## src/rtl/bwr_pkg.sv

```systemverilog
package bwr_pkg;
  localparam int unsigned ADDR_W = 5;

  localparam logic [ADDR_W-1:0] A_PERIOD      = 5'd0;
  localparam logic [ADDR_W-1:0] A_ENABLE      = 5'd1;
  localparam logic [ADDR_W-1:0] A_GMAP        = 5'd2;
  localparam logic [ADDR_W-1:0] A_THROT       = 5'd3;
  localparam logic [ADDR_W-1:0] A_STALL       = 5'd4;
  localparam logic [ADDR_W-1:0] A_BUDGET_BASE = 5'd8;

  // budget register address for a group and class (0 = miss, 1 = writeback)
  function automatic logic [ADDR_W-1:0] budget_addr(input int grp, input logic is_wb);
    return A_BUDGET_BASE + ADDR_W'(2 * grp) + ADDR_W'(is_wb);
  endfunction
endpackage

```

## src/rtl/bwr_period_timer.sv

```systemverilog
module bwr_period_timer #(
  parameter int unsigned PERIOD_W = 8
) (
  input  logic                clk,
  input  logic                rst_n,
  input  logic [PERIOD_W-1:0] period_len,
  input  logic                restart,
  output logic                wrap_o
);
  logic [PERIOD_W-1:0] cnt;

  assign wrap_o = (cnt == period_len);

  always_ff @(posedge clk) begin
    if (!rst_n)                 cnt <= '0;
    else if (restart || wrap_o) cnt <= '0;
    else                        cnt <= cnt + PERIOD_W'(1);
  end
endmodule

```

## src/rtl/bwr_budget_ctr.sv

```systemverilog
module bwr_budget_ctr #(
  parameter int unsigned CNT_W      = 8,
  parameter int unsigned CHG_W      = 3,
  parameter int unsigned DEF_BUDGET = 4
) (
  input  logic             clk,
  input  logic             rst_n,
  input  logic             reload,
  input  logic             enable,
  input  logic [CNT_W-1:0] budget,
  input  logic [CHG_W-1:0] charge,
  output logic [CNT_W-1:0] avail_o,
  output logic [CNT_W-1:0] left_o
);
  logic [CNT_W-1:0] left;

  function automatic logic [CNT_W-1:0] after_charge(input logic [CNT_W-1:0] room,
                                                    input logic [CHG_W-1:0] n,
                                                    input logic on);
    if (!on) return room;
    if (CNT_W'(n) >= room) return '0;
    return room - CNT_W'(n);
  endfunction

  // in a reload cycle the new period's budget is what this cycle spends
  assign avail_o = reload ? budget : left;
  assign left_o  = left;

  always_ff @(posedge clk) begin
    if (!rst_n) left <= CNT_W'(DEF_BUDGET);
    else        left <= after_charge(avail_o, charge, enable);
  end
endmodule

```

## src/rtl/bwr_top.sv

```systemverilog
module bwr_top
  import bwr_pkg::*;
#(
  parameter int unsigned NUM_CORES  = 4,
  parameter int unsigned NUM_GROUPS = 2,
  parameter int unsigned CNT_W      = 8,
  parameter int unsigned PERIOD_W   = 8,
  parameter int unsigned DATA_W     = 16,
  parameter int unsigned DEF_PERIOD = 15,
  parameter int unsigned DEF_BUDGET = 4
) (
  input  logic                 clk,
  input  logic                 rst_n,
  input  logic [NUM_CORES-1:0] req_valid,
  input  logic [NUM_CORES-1:0] req_wb,
  output logic [NUM_CORES-1:0] req_ready,
  output logic [NUM_CORES-1:0] mem_valid,
  input  logic [NUM_CORES-1:0] mem_ready,
  input  logic                 cfg_we,
  input  logic [ADDR_W-1:0]    cfg_addr,
  input  logic [DATA_W-1:0]    cfg_wdata,
  output logic [DATA_W-1:0]    cfg_rdata
);
  localparam int unsigned GIDX_W = (NUM_GROUPS > 1) ? $clog2(NUM_GROUPS) : 1;
  localparam int unsigned CHG_W  = $clog2(NUM_CORES + 1);
  localparam int unsigned MAP_W  = NUM_CORES * GIDX_W;

  // configuration and monitor state
  logic [PERIOD_W-1:0]   period_len;
  logic [NUM_GROUPS-1:0] grp_en;
  logic [MAP_W-1:0]      core_map;
  logic [CNT_W-1:0]      miss_bud [NUM_GROUPS];
  logic [CNT_W-1:0]      wb_bud   [NUM_GROUPS];
  logic [NUM_GROUPS-1:0] thr_flag;
  logic [DATA_W-1:0]     stall_cnt;

  // named internal events
  logic                  restart, clear_mon, wrap, reload;
  logic [GIDX_W-1:0]     core_grp   [NUM_CORES];
  logic [CNT_W-1:0]      miss_avail [NUM_GROUPS];
  logic [CNT_W-1:0]      wb_avail   [NUM_GROUPS];
  logic [CNT_W-1:0]      miss_left  [NUM_GROUPS];
  logic [CNT_W-1:0]      wb_left    [NUM_GROUPS];
  logic [CHG_W-1:0]      miss_chg   [NUM_GROUPS];
  logic [CHG_W-1:0]      wb_chg     [NUM_GROUPS];
  logic [NUM_CORES-1:0]  allow, hs, blocked;
  logic [NUM_GROUPS-1:0] thr_set;

  // requests of lower-index cores in the same group and class as core c
  function automatic logic [CHG_W-1:0] count_ahead(input logic [NUM_CORES-1:0] v,
                                                   input logic [NUM_CORES-1:0] wb,
                                                   input logic [MAP_W-1:0] map,
                                                   input int c);
    logic [CHG_W-1:0] n;
    n = '0;
    for (int j = 0; j < NUM_CORES; j++)
      if (j < c && v[j] && wb[j] == wb[c] &&
          map[j*GIDX_W +: GIDX_W] == map[c*GIDX_W +: GIDX_W])
        n = n + CHG_W'(1);
    return n;
  endfunction

  // events in a vector that fall on group g and class cls
  function automatic logic [CHG_W-1:0] count_class(input logic [NUM_CORES-1:0] ev,
                                                   input logic [NUM_CORES-1:0] wb,
                                                   input logic [MAP_W-1:0] map,
                                                   input logic cls,
                                                   input int g);
    logic [CHG_W-1:0] n;
    n = '0;
    for (int j = 0; j < NUM_CORES; j++)
      if (ev[j] && wb[j] == cls && map[j*GIDX_W +: GIDX_W] == GIDX_W'(g))
        n = n + CHG_W'(1);
    return n;
  endfunction

  assign restart   = cfg_we && (cfg_addr == A_PERIOD);
  assign clear_mon = cfg_we && (cfg_addr == A_THROT);
  assign reload    = wrap | restart;

  always_ff @(posedge clk) begin
    if (!rst_n) begin
      period_len <= PERIOD_W'(DEF_PERIOD);
      grp_en     <= '1;
      core_map   <= '0;
      for (int g = 0; g < NUM_GROUPS; g++) begin
        miss_bud[g] <= CNT_W'(DEF_BUDGET);
        wb_bud[g]   <= CNT_W'(DEF_BUDGET);
      end
    end else if (cfg_we) begin
      if (cfg_addr == A_PERIOD) period_len <= cfg_wdata[PERIOD_W-1:0];
      if (cfg_addr == A_ENABLE) grp_en     <= cfg_wdata[NUM_GROUPS-1:0];
      if (cfg_addr == A_GMAP)   core_map   <= cfg_wdata[MAP_W-1:0];
      for (int g = 0; g < NUM_GROUPS; g++) begin
        if (cfg_addr == budget_addr(g, 1'b0)) miss_bud[g] <= cfg_wdata[CNT_W-1:0];
        if (cfg_addr == budget_addr(g, 1'b1)) wb_bud[g]   <= cfg_wdata[CNT_W-1:0];
      end
    end
  end

  bwr_period_timer #(.PERIOD_W(PERIOD_W)) u_timer (
    .clk(clk), .rst_n(rst_n), .period_len(period_len), .restart(restart), .wrap_o(wrap)
  );

  for (genvar g = 0; g < NUM_GROUPS; g++) begin : g_grp
    bwr_budget_ctr #(.CNT_W(CNT_W), .CHG_W(CHG_W), .DEF_BUDGET(DEF_BUDGET)) u_miss (
      .clk(clk), .rst_n(rst_n), .reload(reload), .enable(grp_en[g]),
      .budget(miss_bud[g]), .charge(miss_chg[g]),
      .avail_o(miss_avail[g]), .left_o(miss_left[g])
    );
    bwr_budget_ctr #(.CNT_W(CNT_W), .CHG_W(CHG_W), .DEF_BUDGET(DEF_BUDGET)) u_wb (
      .clk(clk), .rst_n(rst_n), .reload(reload), .enable(grp_en[g]),
      .budget(wb_bud[g]), .charge(wb_chg[g]),
      .avail_o(wb_avail[g]), .left_o(wb_left[g])
    );
    assign miss_chg[g] = count_class(hs, req_wb, core_map, 1'b0, g);
    assign wb_chg[g]   = count_class(hs, req_wb, core_map, 1'b1, g);
    assign thr_set[g]  = (count_class(blocked, req_wb, core_map, 1'b0, g) != '0) ||
                         (count_class(blocked, req_wb, core_map, 1'b1, g) != '0);
  end

  for (genvar c = 0; c < NUM_CORES; c++) begin : g_core
    logic [CNT_W-1:0] room;
    assign core_grp[c]  = core_map[c*GIDX_W +: GIDX_W];
    assign room         = req_wb[c] ? wb_avail[core_grp[c]] : miss_avail[core_grp[c]];
    assign allow[c]     = !grp_en[core_grp[c]] ||
                          (CNT_W'(count_ahead(req_valid, req_wb, core_map, c)) < room);
    assign hs[c]        = req_valid[c] & mem_ready[c] & allow[c];
    assign blocked[c]   = req_valid[c] & ~allow[c];
    assign mem_valid[c] = req_valid[c] & allow[c];
    assign req_ready[c] = mem_ready[c] & allow[c];
  end

  always_ff @(posedge clk) begin
    if (!rst_n || clear_mon) begin
      thr_flag  <= '0;
      stall_cnt <= '0;
    end else begin
      thr_flag <= thr_flag | thr_set;
      if (|blocked && stall_cnt != '1) stall_cnt <= stall_cnt + DATA_W'(1);
    end
  end

  always_comb begin
    cfg_rdata = '0;
    if (cfg_addr == A_PERIOD) cfg_rdata = DATA_W'(period_len);
    if (cfg_addr == A_ENABLE) cfg_rdata = DATA_W'(grp_en);
    if (cfg_addr == A_GMAP)   cfg_rdata = DATA_W'(core_map);
    if (cfg_addr == A_THROT)  cfg_rdata = DATA_W'(thr_flag);
    if (cfg_addr == A_STALL)  cfg_rdata = stall_cnt;
    for (int g = 0; g < NUM_GROUPS; g++) begin
      if (cfg_addr == budget_addr(g, 1'b0)) cfg_rdata = DATA_W'(miss_bud[g]);
      if (cfg_addr == budget_addr(g, 1'b1)) cfg_rdata = DATA_W'(wb_bud[g]);
    end
  end
endmodule

```

## config.mk

```make
export PLATFORM = sky130hd
export DESIGN_NAME = bwr_top
export DESIGN_NICKNAME = d
export VERILOG_FILES = /design/src/rtl/bwr_pkg.sv /design/src/rtl/bwr_period_timer.sv /design/src/rtl/bwr_budget_ctr.sv /design/src/rtl/bwr_top.sv
export SDC_FILE = /design/constraint.sdc
export NUM_CORES = 1
export LEC_CHECK = 0
export CAP_MARGIN = 10
export CORE_ASPECT_RATIO = 1.4
export CORE_MARGIN = 1
export CORE_UTILIZATION = 34
export CTS_CLUSTER_SIZE = 40
export DETAILED_ROUTE_END_ITERATION = 8
export HOLD_SLACK_MARGIN = 0.02
export SLEW_MARGIN = 20
export SYNTH_ARGS = -nofsm -noshare
export SYNTH_HDL_FRONTEND = slang
export SYNTH_SLANG_ARGS = --single-unit
```

## constraint.sdc

```tcl
create_clock -name clk -period 21 [get_ports clk]
set_input_delay 4.2 -clock clk [delete_from_list [all_inputs] [get_ports clk]]
set_output_delay 4.2 -clock clk [all_outputs]
set_load 0.05 [all_outputs]
```

* Word-level counts from Yosys, hierarchy flattened
Memory sizes are Yosys's and may differ from the RTL's.
Index checks and enable logic that the tools add are counted.
** Cells by class
- Add/sub/neg operators :: 33
- $lt $le $gt $ge :: 16
- Eq/ne operators :: 22
- Muxes and demuxes :: 140
- Bitwise operators :: 43
- Reductions and logical operators :: 86
** Operator list (count)
- $mux W8 :: 53
- $mux W16 :: 8
- $add A3 B1 Y3 const B :: 27
- $mux W3 :: 27
- $logic_and A1 B1 Y1 :: 63
- $mux W1 :: 52
- $ge A3 B8 Y1 :: 4
- $sub A8 B3 Y8 :: 4
- $lt A3 B8 Y1 :: 3
- $and A1 B1 Y1 :: 20
- $eq A5 B4 Y1 const B :: 4
- $add A16 B1 Y16 const B :: 1
- $ne A16 B16 Y1 const B :: 1
- $not A1 Y1 :: 13
- $eq A1 B1 Y1 :: 12
- $reduce_bool A3 Y1 :: 4
- $eq A5 B2 Y1 const B :: 2
- $add A8 B1 Y8 const B :: 1
- $eq A8 B8 Y1 :: 1
- $ge A2 B2 Y1 const B :: 4
- $logic_or A1 B1 Y1 :: 8
- $lt A1 B2 Y1 const B :: 4
- $lt A1 B8 Y1 const A :: 1
- $not A1 Y2 :: 4
- 9 further kinds :: 19
** Storage, ports and cells
- Flip-flop bits (word level) :: 72
- Bits in writable memories :: 32
- Bits of input ports :: 36
- Output and inout port bits :: 24
- Memories kept :: 2
** Memory list
- miss_bud :: words 2, width 8, read ports 2, clocked after memory_dff 0, wr ports 2, line bwr_top.sv:32 : logic [CNT_W-1:0] miss_bud [NUM_GROUPS];
- wb_bud :: words 2, width 8, read ports 2, clocked after memory_dff 0, wr ports 2, line bwr_top.sv:33 : logic [CNT_W-1:0] wb_bud [NUM_GROUPS];

* Longest topological paths before layout
- Depth in word-level cells :: 26
- Mapped depth :: 26
- Mapped depth without buffers :: 24

* Hierarchy
Synthesis repeated with hierarchy kept, for this count alone.
** Unflattened totals
- Cells, all modules :: 952
- Area, all modules :: 8308.0 µm²
** By module, submodules not included
- bwr_top :: times used 1, cells each 629, area each 5265.0 µm², seq. area each 1601.5 µm²
- bwr_budget_ctr (g_grp[1].u_miss ...) :: times used 2, cells each 69, area each 644.4 µm², seq. area each 160.2 µm²
- bwr_budget_ctr (g_grp[0].u_miss ...) :: times used 2, cells each 69, area each 643.1 µm², seq. area each 160.2 µm²
- bwr_period_timer :: times used 1, cells each 47, area each 467.9 µm², seq. area each 160.2 µm²

* Least setup slack after synthesis
OpenSTA, ideal clock, no wires.
- Path type :: input to output
- From :: input cfg_we
- To :: output mem_valid[3]
- Arrival time :: 8.484 ns
- Required time :: 16.800 ns
- Path slack :: 8.316 ns
- Stages on the path :: 17
- Path buffers :: 6
- Path through :: clkbuf_1 and3_2 a21oi_4 buf_6 buf_1 clkbuf_1 buf_2 a21oi_1 mux4_2 ha_1 o21ai_0 nand2b_1 nor2b_1 a32o_1 o21a_1 buf_2 nor2_1
** On the way
- Word-level cells in the longest chain between the ends :: 10
** RTL lines
- from (decl) :: line bwr_top.sv:19 : input logic cfg_we,
- $logic_and A1 B1 Y1 * :: line bwr_top.sv:77 : assign restart = cfg_we && (cfg_addr == A_PERIOD);
- $or A1 B1 Y1 * :: line bwr_top.sv:79 : assign reload = wrap | restart;
- $mux W8 :: line bwr_budget_ctr.sv:26 : assign avail_o = reload ? budget : left;
- $mux W8 (not written as such) (3 in a row) :: line bwr_top.sv:125 : assign room = req_wb[c] ? wb_avail[core_grp[c]] : miss_avail[core_grp[c]];
- $mux W8 * :: line bwr_top.sv:125
- $lt A3 B8 Y1 * :: line bwr_top.sv:127 : (CNT_W'(count_ahead(req_valid, req_wb, core_map, c)) < room);
- $logic_or A1 B1 Y1 * :: line bwr_top.sv:126 : assign allow[c] = !grp_en[core_grp[c]] ||
- $and A1 B1 Y1 * :: line bwr_top.sv:130 : assign mem_valid[c] = req_valid[c] & allow[c];
- to (decl) :: line bwr_top.sv:17 : output logic [NUM_CORES-1:0] mem_valid,
Mark *: on every way between the ends. The rest lies on a longest branch, timed or not. The select of a mux whose other input is x is not followed.

* Worst setup path after layout
- From :: input cfg_addr[1]
- To :: output req_ready[3]
** On the way
- Word-level cells in the longest chain between the ends :: 11
** RTL lines
- from (decl) :: line bwr_top.sv:20 : input logic [ADDR_W-1:0] cfg_addr,
- $logic_not A5 Y1 * :: line bwr_top.sv:77
- $logic_and A1 B1 Y1 * :: line bwr_top.sv:77
- $or A1 B1 Y1 * :: line bwr_top.sv:79
- $mux W8 :: line bwr_budget_ctr.sv:26
- $mux W8 (not written as such) (3 in a row) :: line bwr_top.sv:125
- $mux W8 * :: line bwr_top.sv:125
- $lt A3 B8 Y1 * :: line bwr_top.sv:127
- $logic_or A1 B1 Y1 * :: line bwr_top.sv:126
- $and A1 B1 Y1 * :: line bwr_top.sv:131 : assign req_ready[c] = mem_ready[c] & allow[c];
- to (decl) :: line bwr_top.sv:16 : output logic [NUM_CORES-1:0] req_ready,
Marked as above.

==> flow_summary.yaml <==
synthesis:
  synth_edf_count: 32
  synth_async_sr_flop_share_pct: 0
  yosysSeqAreaShare_pct: 28.0
  avgSynthCellArea_um2: 8.61
  synthTopCellsByArea: "dfxtp_1 17%, edfxtp_1 11%, ha_1 8.2%"
  ys_types: 89
  synthCells: 997
  synth-main-ff-cell: "dfxtp_1"
  ys_warn_count: 0
  yosys-top-cells-count: "109 x nand2_1, 83 x nor2_1, 72 x dfxtp_1, 56 x ha_1, 52 x inv_1"
  synth_top_cell_by_area: "dfxtp_1"
  synth.most_common_cell: "nand2_1"
  syn-cell-area_um2: 8580
  yosys_register_bits: 104
  syn_nets: 1093
  synth_top_area_share_pct: 16.8
sta:
  setup_tns_ps: 0
  fin_worst_skew_ps: 11.7
  max_slew_margin_pct: 35.6
  tightest_slew_ps: 963
  period_share_pct: 68.6
  setup_violations: 0
  min_period_ps: 14410
  maxSlewViolCount: 0
  max_freq_mhz: 69.4
  rsz0062_at_grt: "false"
  hold_viol: 0
floorplanning:
  coreArea_um2: 24800
  fp.dieH_um: 190
  dieArea_um2: 25900
  dieWidth_um: 136
  initial_core_util_pct: 34.7
  num_rows: 68
  io_pins: 60
clocking:
  clk_pin_slew_ps: 80
  h-tree-depth: 3
  clock_latency_ps: 360
  cts_sinks: 104
  cts_setup_buffers: 0
  cts.path.max_buffers: 2
  clock-root-buffer: "clkbuf_16"
  holdBufCountCts: 0
  cts_made_buffers: 9
  cts_tree: "yes"
  ctsResizeCount: 0
global_routing:
  grt_pass1_vias: 7325
  grt-ovfl-total: 0
  antenna_found_initial: 0
  grt_util_all_layers_pct: 20.1
  grt_first_pass_wirelength_um: 39800
  grt_max_degree: 54
routing:
  drtIter0Drc: 486
  drt-vias-per-instance: 5.56
  ant_nets: 0
  first_pass_iters: 5
  wire_per_inst_um: 18.7
  wl_um: 25200
  drc: 0
  dr_total_vias: 7490
pwr:
  p_leak_nw: 3.98
  ir_worst_vdd_mv: 0.0417
  p_total_mw: 0.879
  switchingPower_mw: 0.377
  p_int_mw: 0.502
  p_seq_share_pct: 30.3
  swShare_pct: 42.9
  clock_power_share_pct: 18.9
  p_comb_share_pct: 50.8
  p_per_area_nw_per_um2: 90.8
worst_setup_path:
  cp_cell_sequence: "clkdlybuf4s50_1 > nor2_1 > and3_2 > a21oi_4 > buf_4 > mux2i_1 > mux4_2 > ha_1 > o21ai_0 > nand2b_1 > nor2b_1 > a32o_1 > o21ai_1 > and2_1 > clkdlybuf4s50_1"
  critPathMaxStageDelay_ps: 1100
  cp_common_cell: "clkdlybuf4s50_1"
  slowest_stage: "clkdlybuf4s50_1"
  required_ps: 16800
  critPathMaxFanout: 53
  critPathKind: "input port to output pin"
  cp-start-kind: "input port"
  crit_arrival_ps: 10210
  critPathCaptureType: "output pin"
min_path:
  hp-class: "flop to flop"
finish:
  layout-area-overhead-vs-synth_pct: 12.7
  antennaDiodeCount: 0
  drive_gt1_share_pct: 8.14
  finalCoreUtilization_pct: 39.1
  final_area_um2: 9680
  fin_nets: 1123
  finalNonFillerCells: 1347
run_status:
  status: "finished clean"
place:
  placed_area_um2: 9400
  hpwl_um: 19600
  place_congestion: 0.849
  port_buffers: 51
  place_inst: 1331
run:
  maxCapViolations: 0
## per-stage QoR
stage	hold slack (ps)	setup slack, ps
floorplan	460	8320
global placement	479	6670
detailed placement	489	6650
CTS	501	6650
global route	524	6190
finish	501	6590
## cell usage in the layout, fill, tap and decap left out, drive strengths merged, types with 6 or more instances in the layout
cell,count
mux2i,49
xnor2,43
mux2,8
nand3b,6
a21oi,46
xor2,28
clkdlybuf4s50,51
nand3,39
nand2,109
nor4,10
nor2b,7
and4,8
nand2b,9
mux4,14
dfxtp,72
o22ai,6
and2,37
a31oi,8
o21ai,28
clkbuf,9
nand4,9
a211oi,11
nor3b,10
nor2,83
or4,6
or3,21
and3,23
or2,7
ha,56
edfxtp,32
buf,10
nor3,34
inv,57
o211ai,7
## power by group through the flow
stage / Combinational, mW / Clock (mW) / Sequential (mW)
after floorplan: 0.338 / 0 / 0.258
after global placement: 0.434 / 0 / 0.269
after detailed placement: 0.440 / 0 / 0.270
after CTS: 0.443 / 0.169 / 0.265
after global routing: 0.491 / 0.178 / 0.269
final: 0.446 / 0.166 / 0.266
## routing by layer
metal	up-vias	wire [µm]	track usage [%]
met2	190	12800	35.7
met1	3610	10600	24.6
met3	26	1160	2.61
met4	0	604	6.92
li1	3664	-	-
met5	-	0	0
## sequential cells by signal, indices dropped and copies added (netlist names)
signal and cells:
grp_en 2, stall_cnt 16, miss_bud 16, period_len 8
core_map 4, u_timer.cnt 8, g_grp.u_wb.left_o 16, thr_flag 2
g_grp.u_miss.left_o 16, wb_bud 16
## kinds of logic (layout without fill, tap and decap cells)
logic type	after synthesis	after routing	share of synthesized area (%)
adder cells (fa/ha/maj)	60	60	9.10
XOR/XNOR	71	71	7.33
AND/OR/NAND/NOR	430	430	26.3
AO/OA/AOI/OAI	165	165	14.1
multiplexers	71	71	10.7
buffers and inverters	96	131	4.42
flip-flops	104	104	28.0
## worst max-delay path: cells and delay by family
family,cells,cell delay [ps]
compound gates,4,1040
fa+ha+maj,1,220
buf+inv,3,2530
mux,2,1180
simple gates,5,990
## worst paths after layout
check / from / depth (start not counted) / slack [ps] / end
hold / removal: stall_cnt[8]$_SDFFE_PP0P_ / 2 / 500 / stall_cnt[8]$_SDFFE_PP0P_
hold reg to reg: stall_cnt[8]$_SDFFE_PP0P_ / 2 / 500 / stall_cnt[8]$_SDFFE_PP0P_
setup reg to reg: u_timer.cnt[0]$_SDFF_PP0_ / 24 / 14160 / g_grp[1].u_wb.left_o[7]$_SDFF_PN0_
setup / recovery: cfg_addr[1] / 15 / 6590 / req_ready[3]
## cell type report
type                       count  area, µm²
clock buffer                   9        225
clock inverter                 7       52.6
fill                        2473      15100
inverter                      54        203
multi-input combinational    797       5810
sequential                   104       2400
tap                          315        394
timing repair buffer          61        586
No activity file was read; power rests on OpenSTA's default activity.
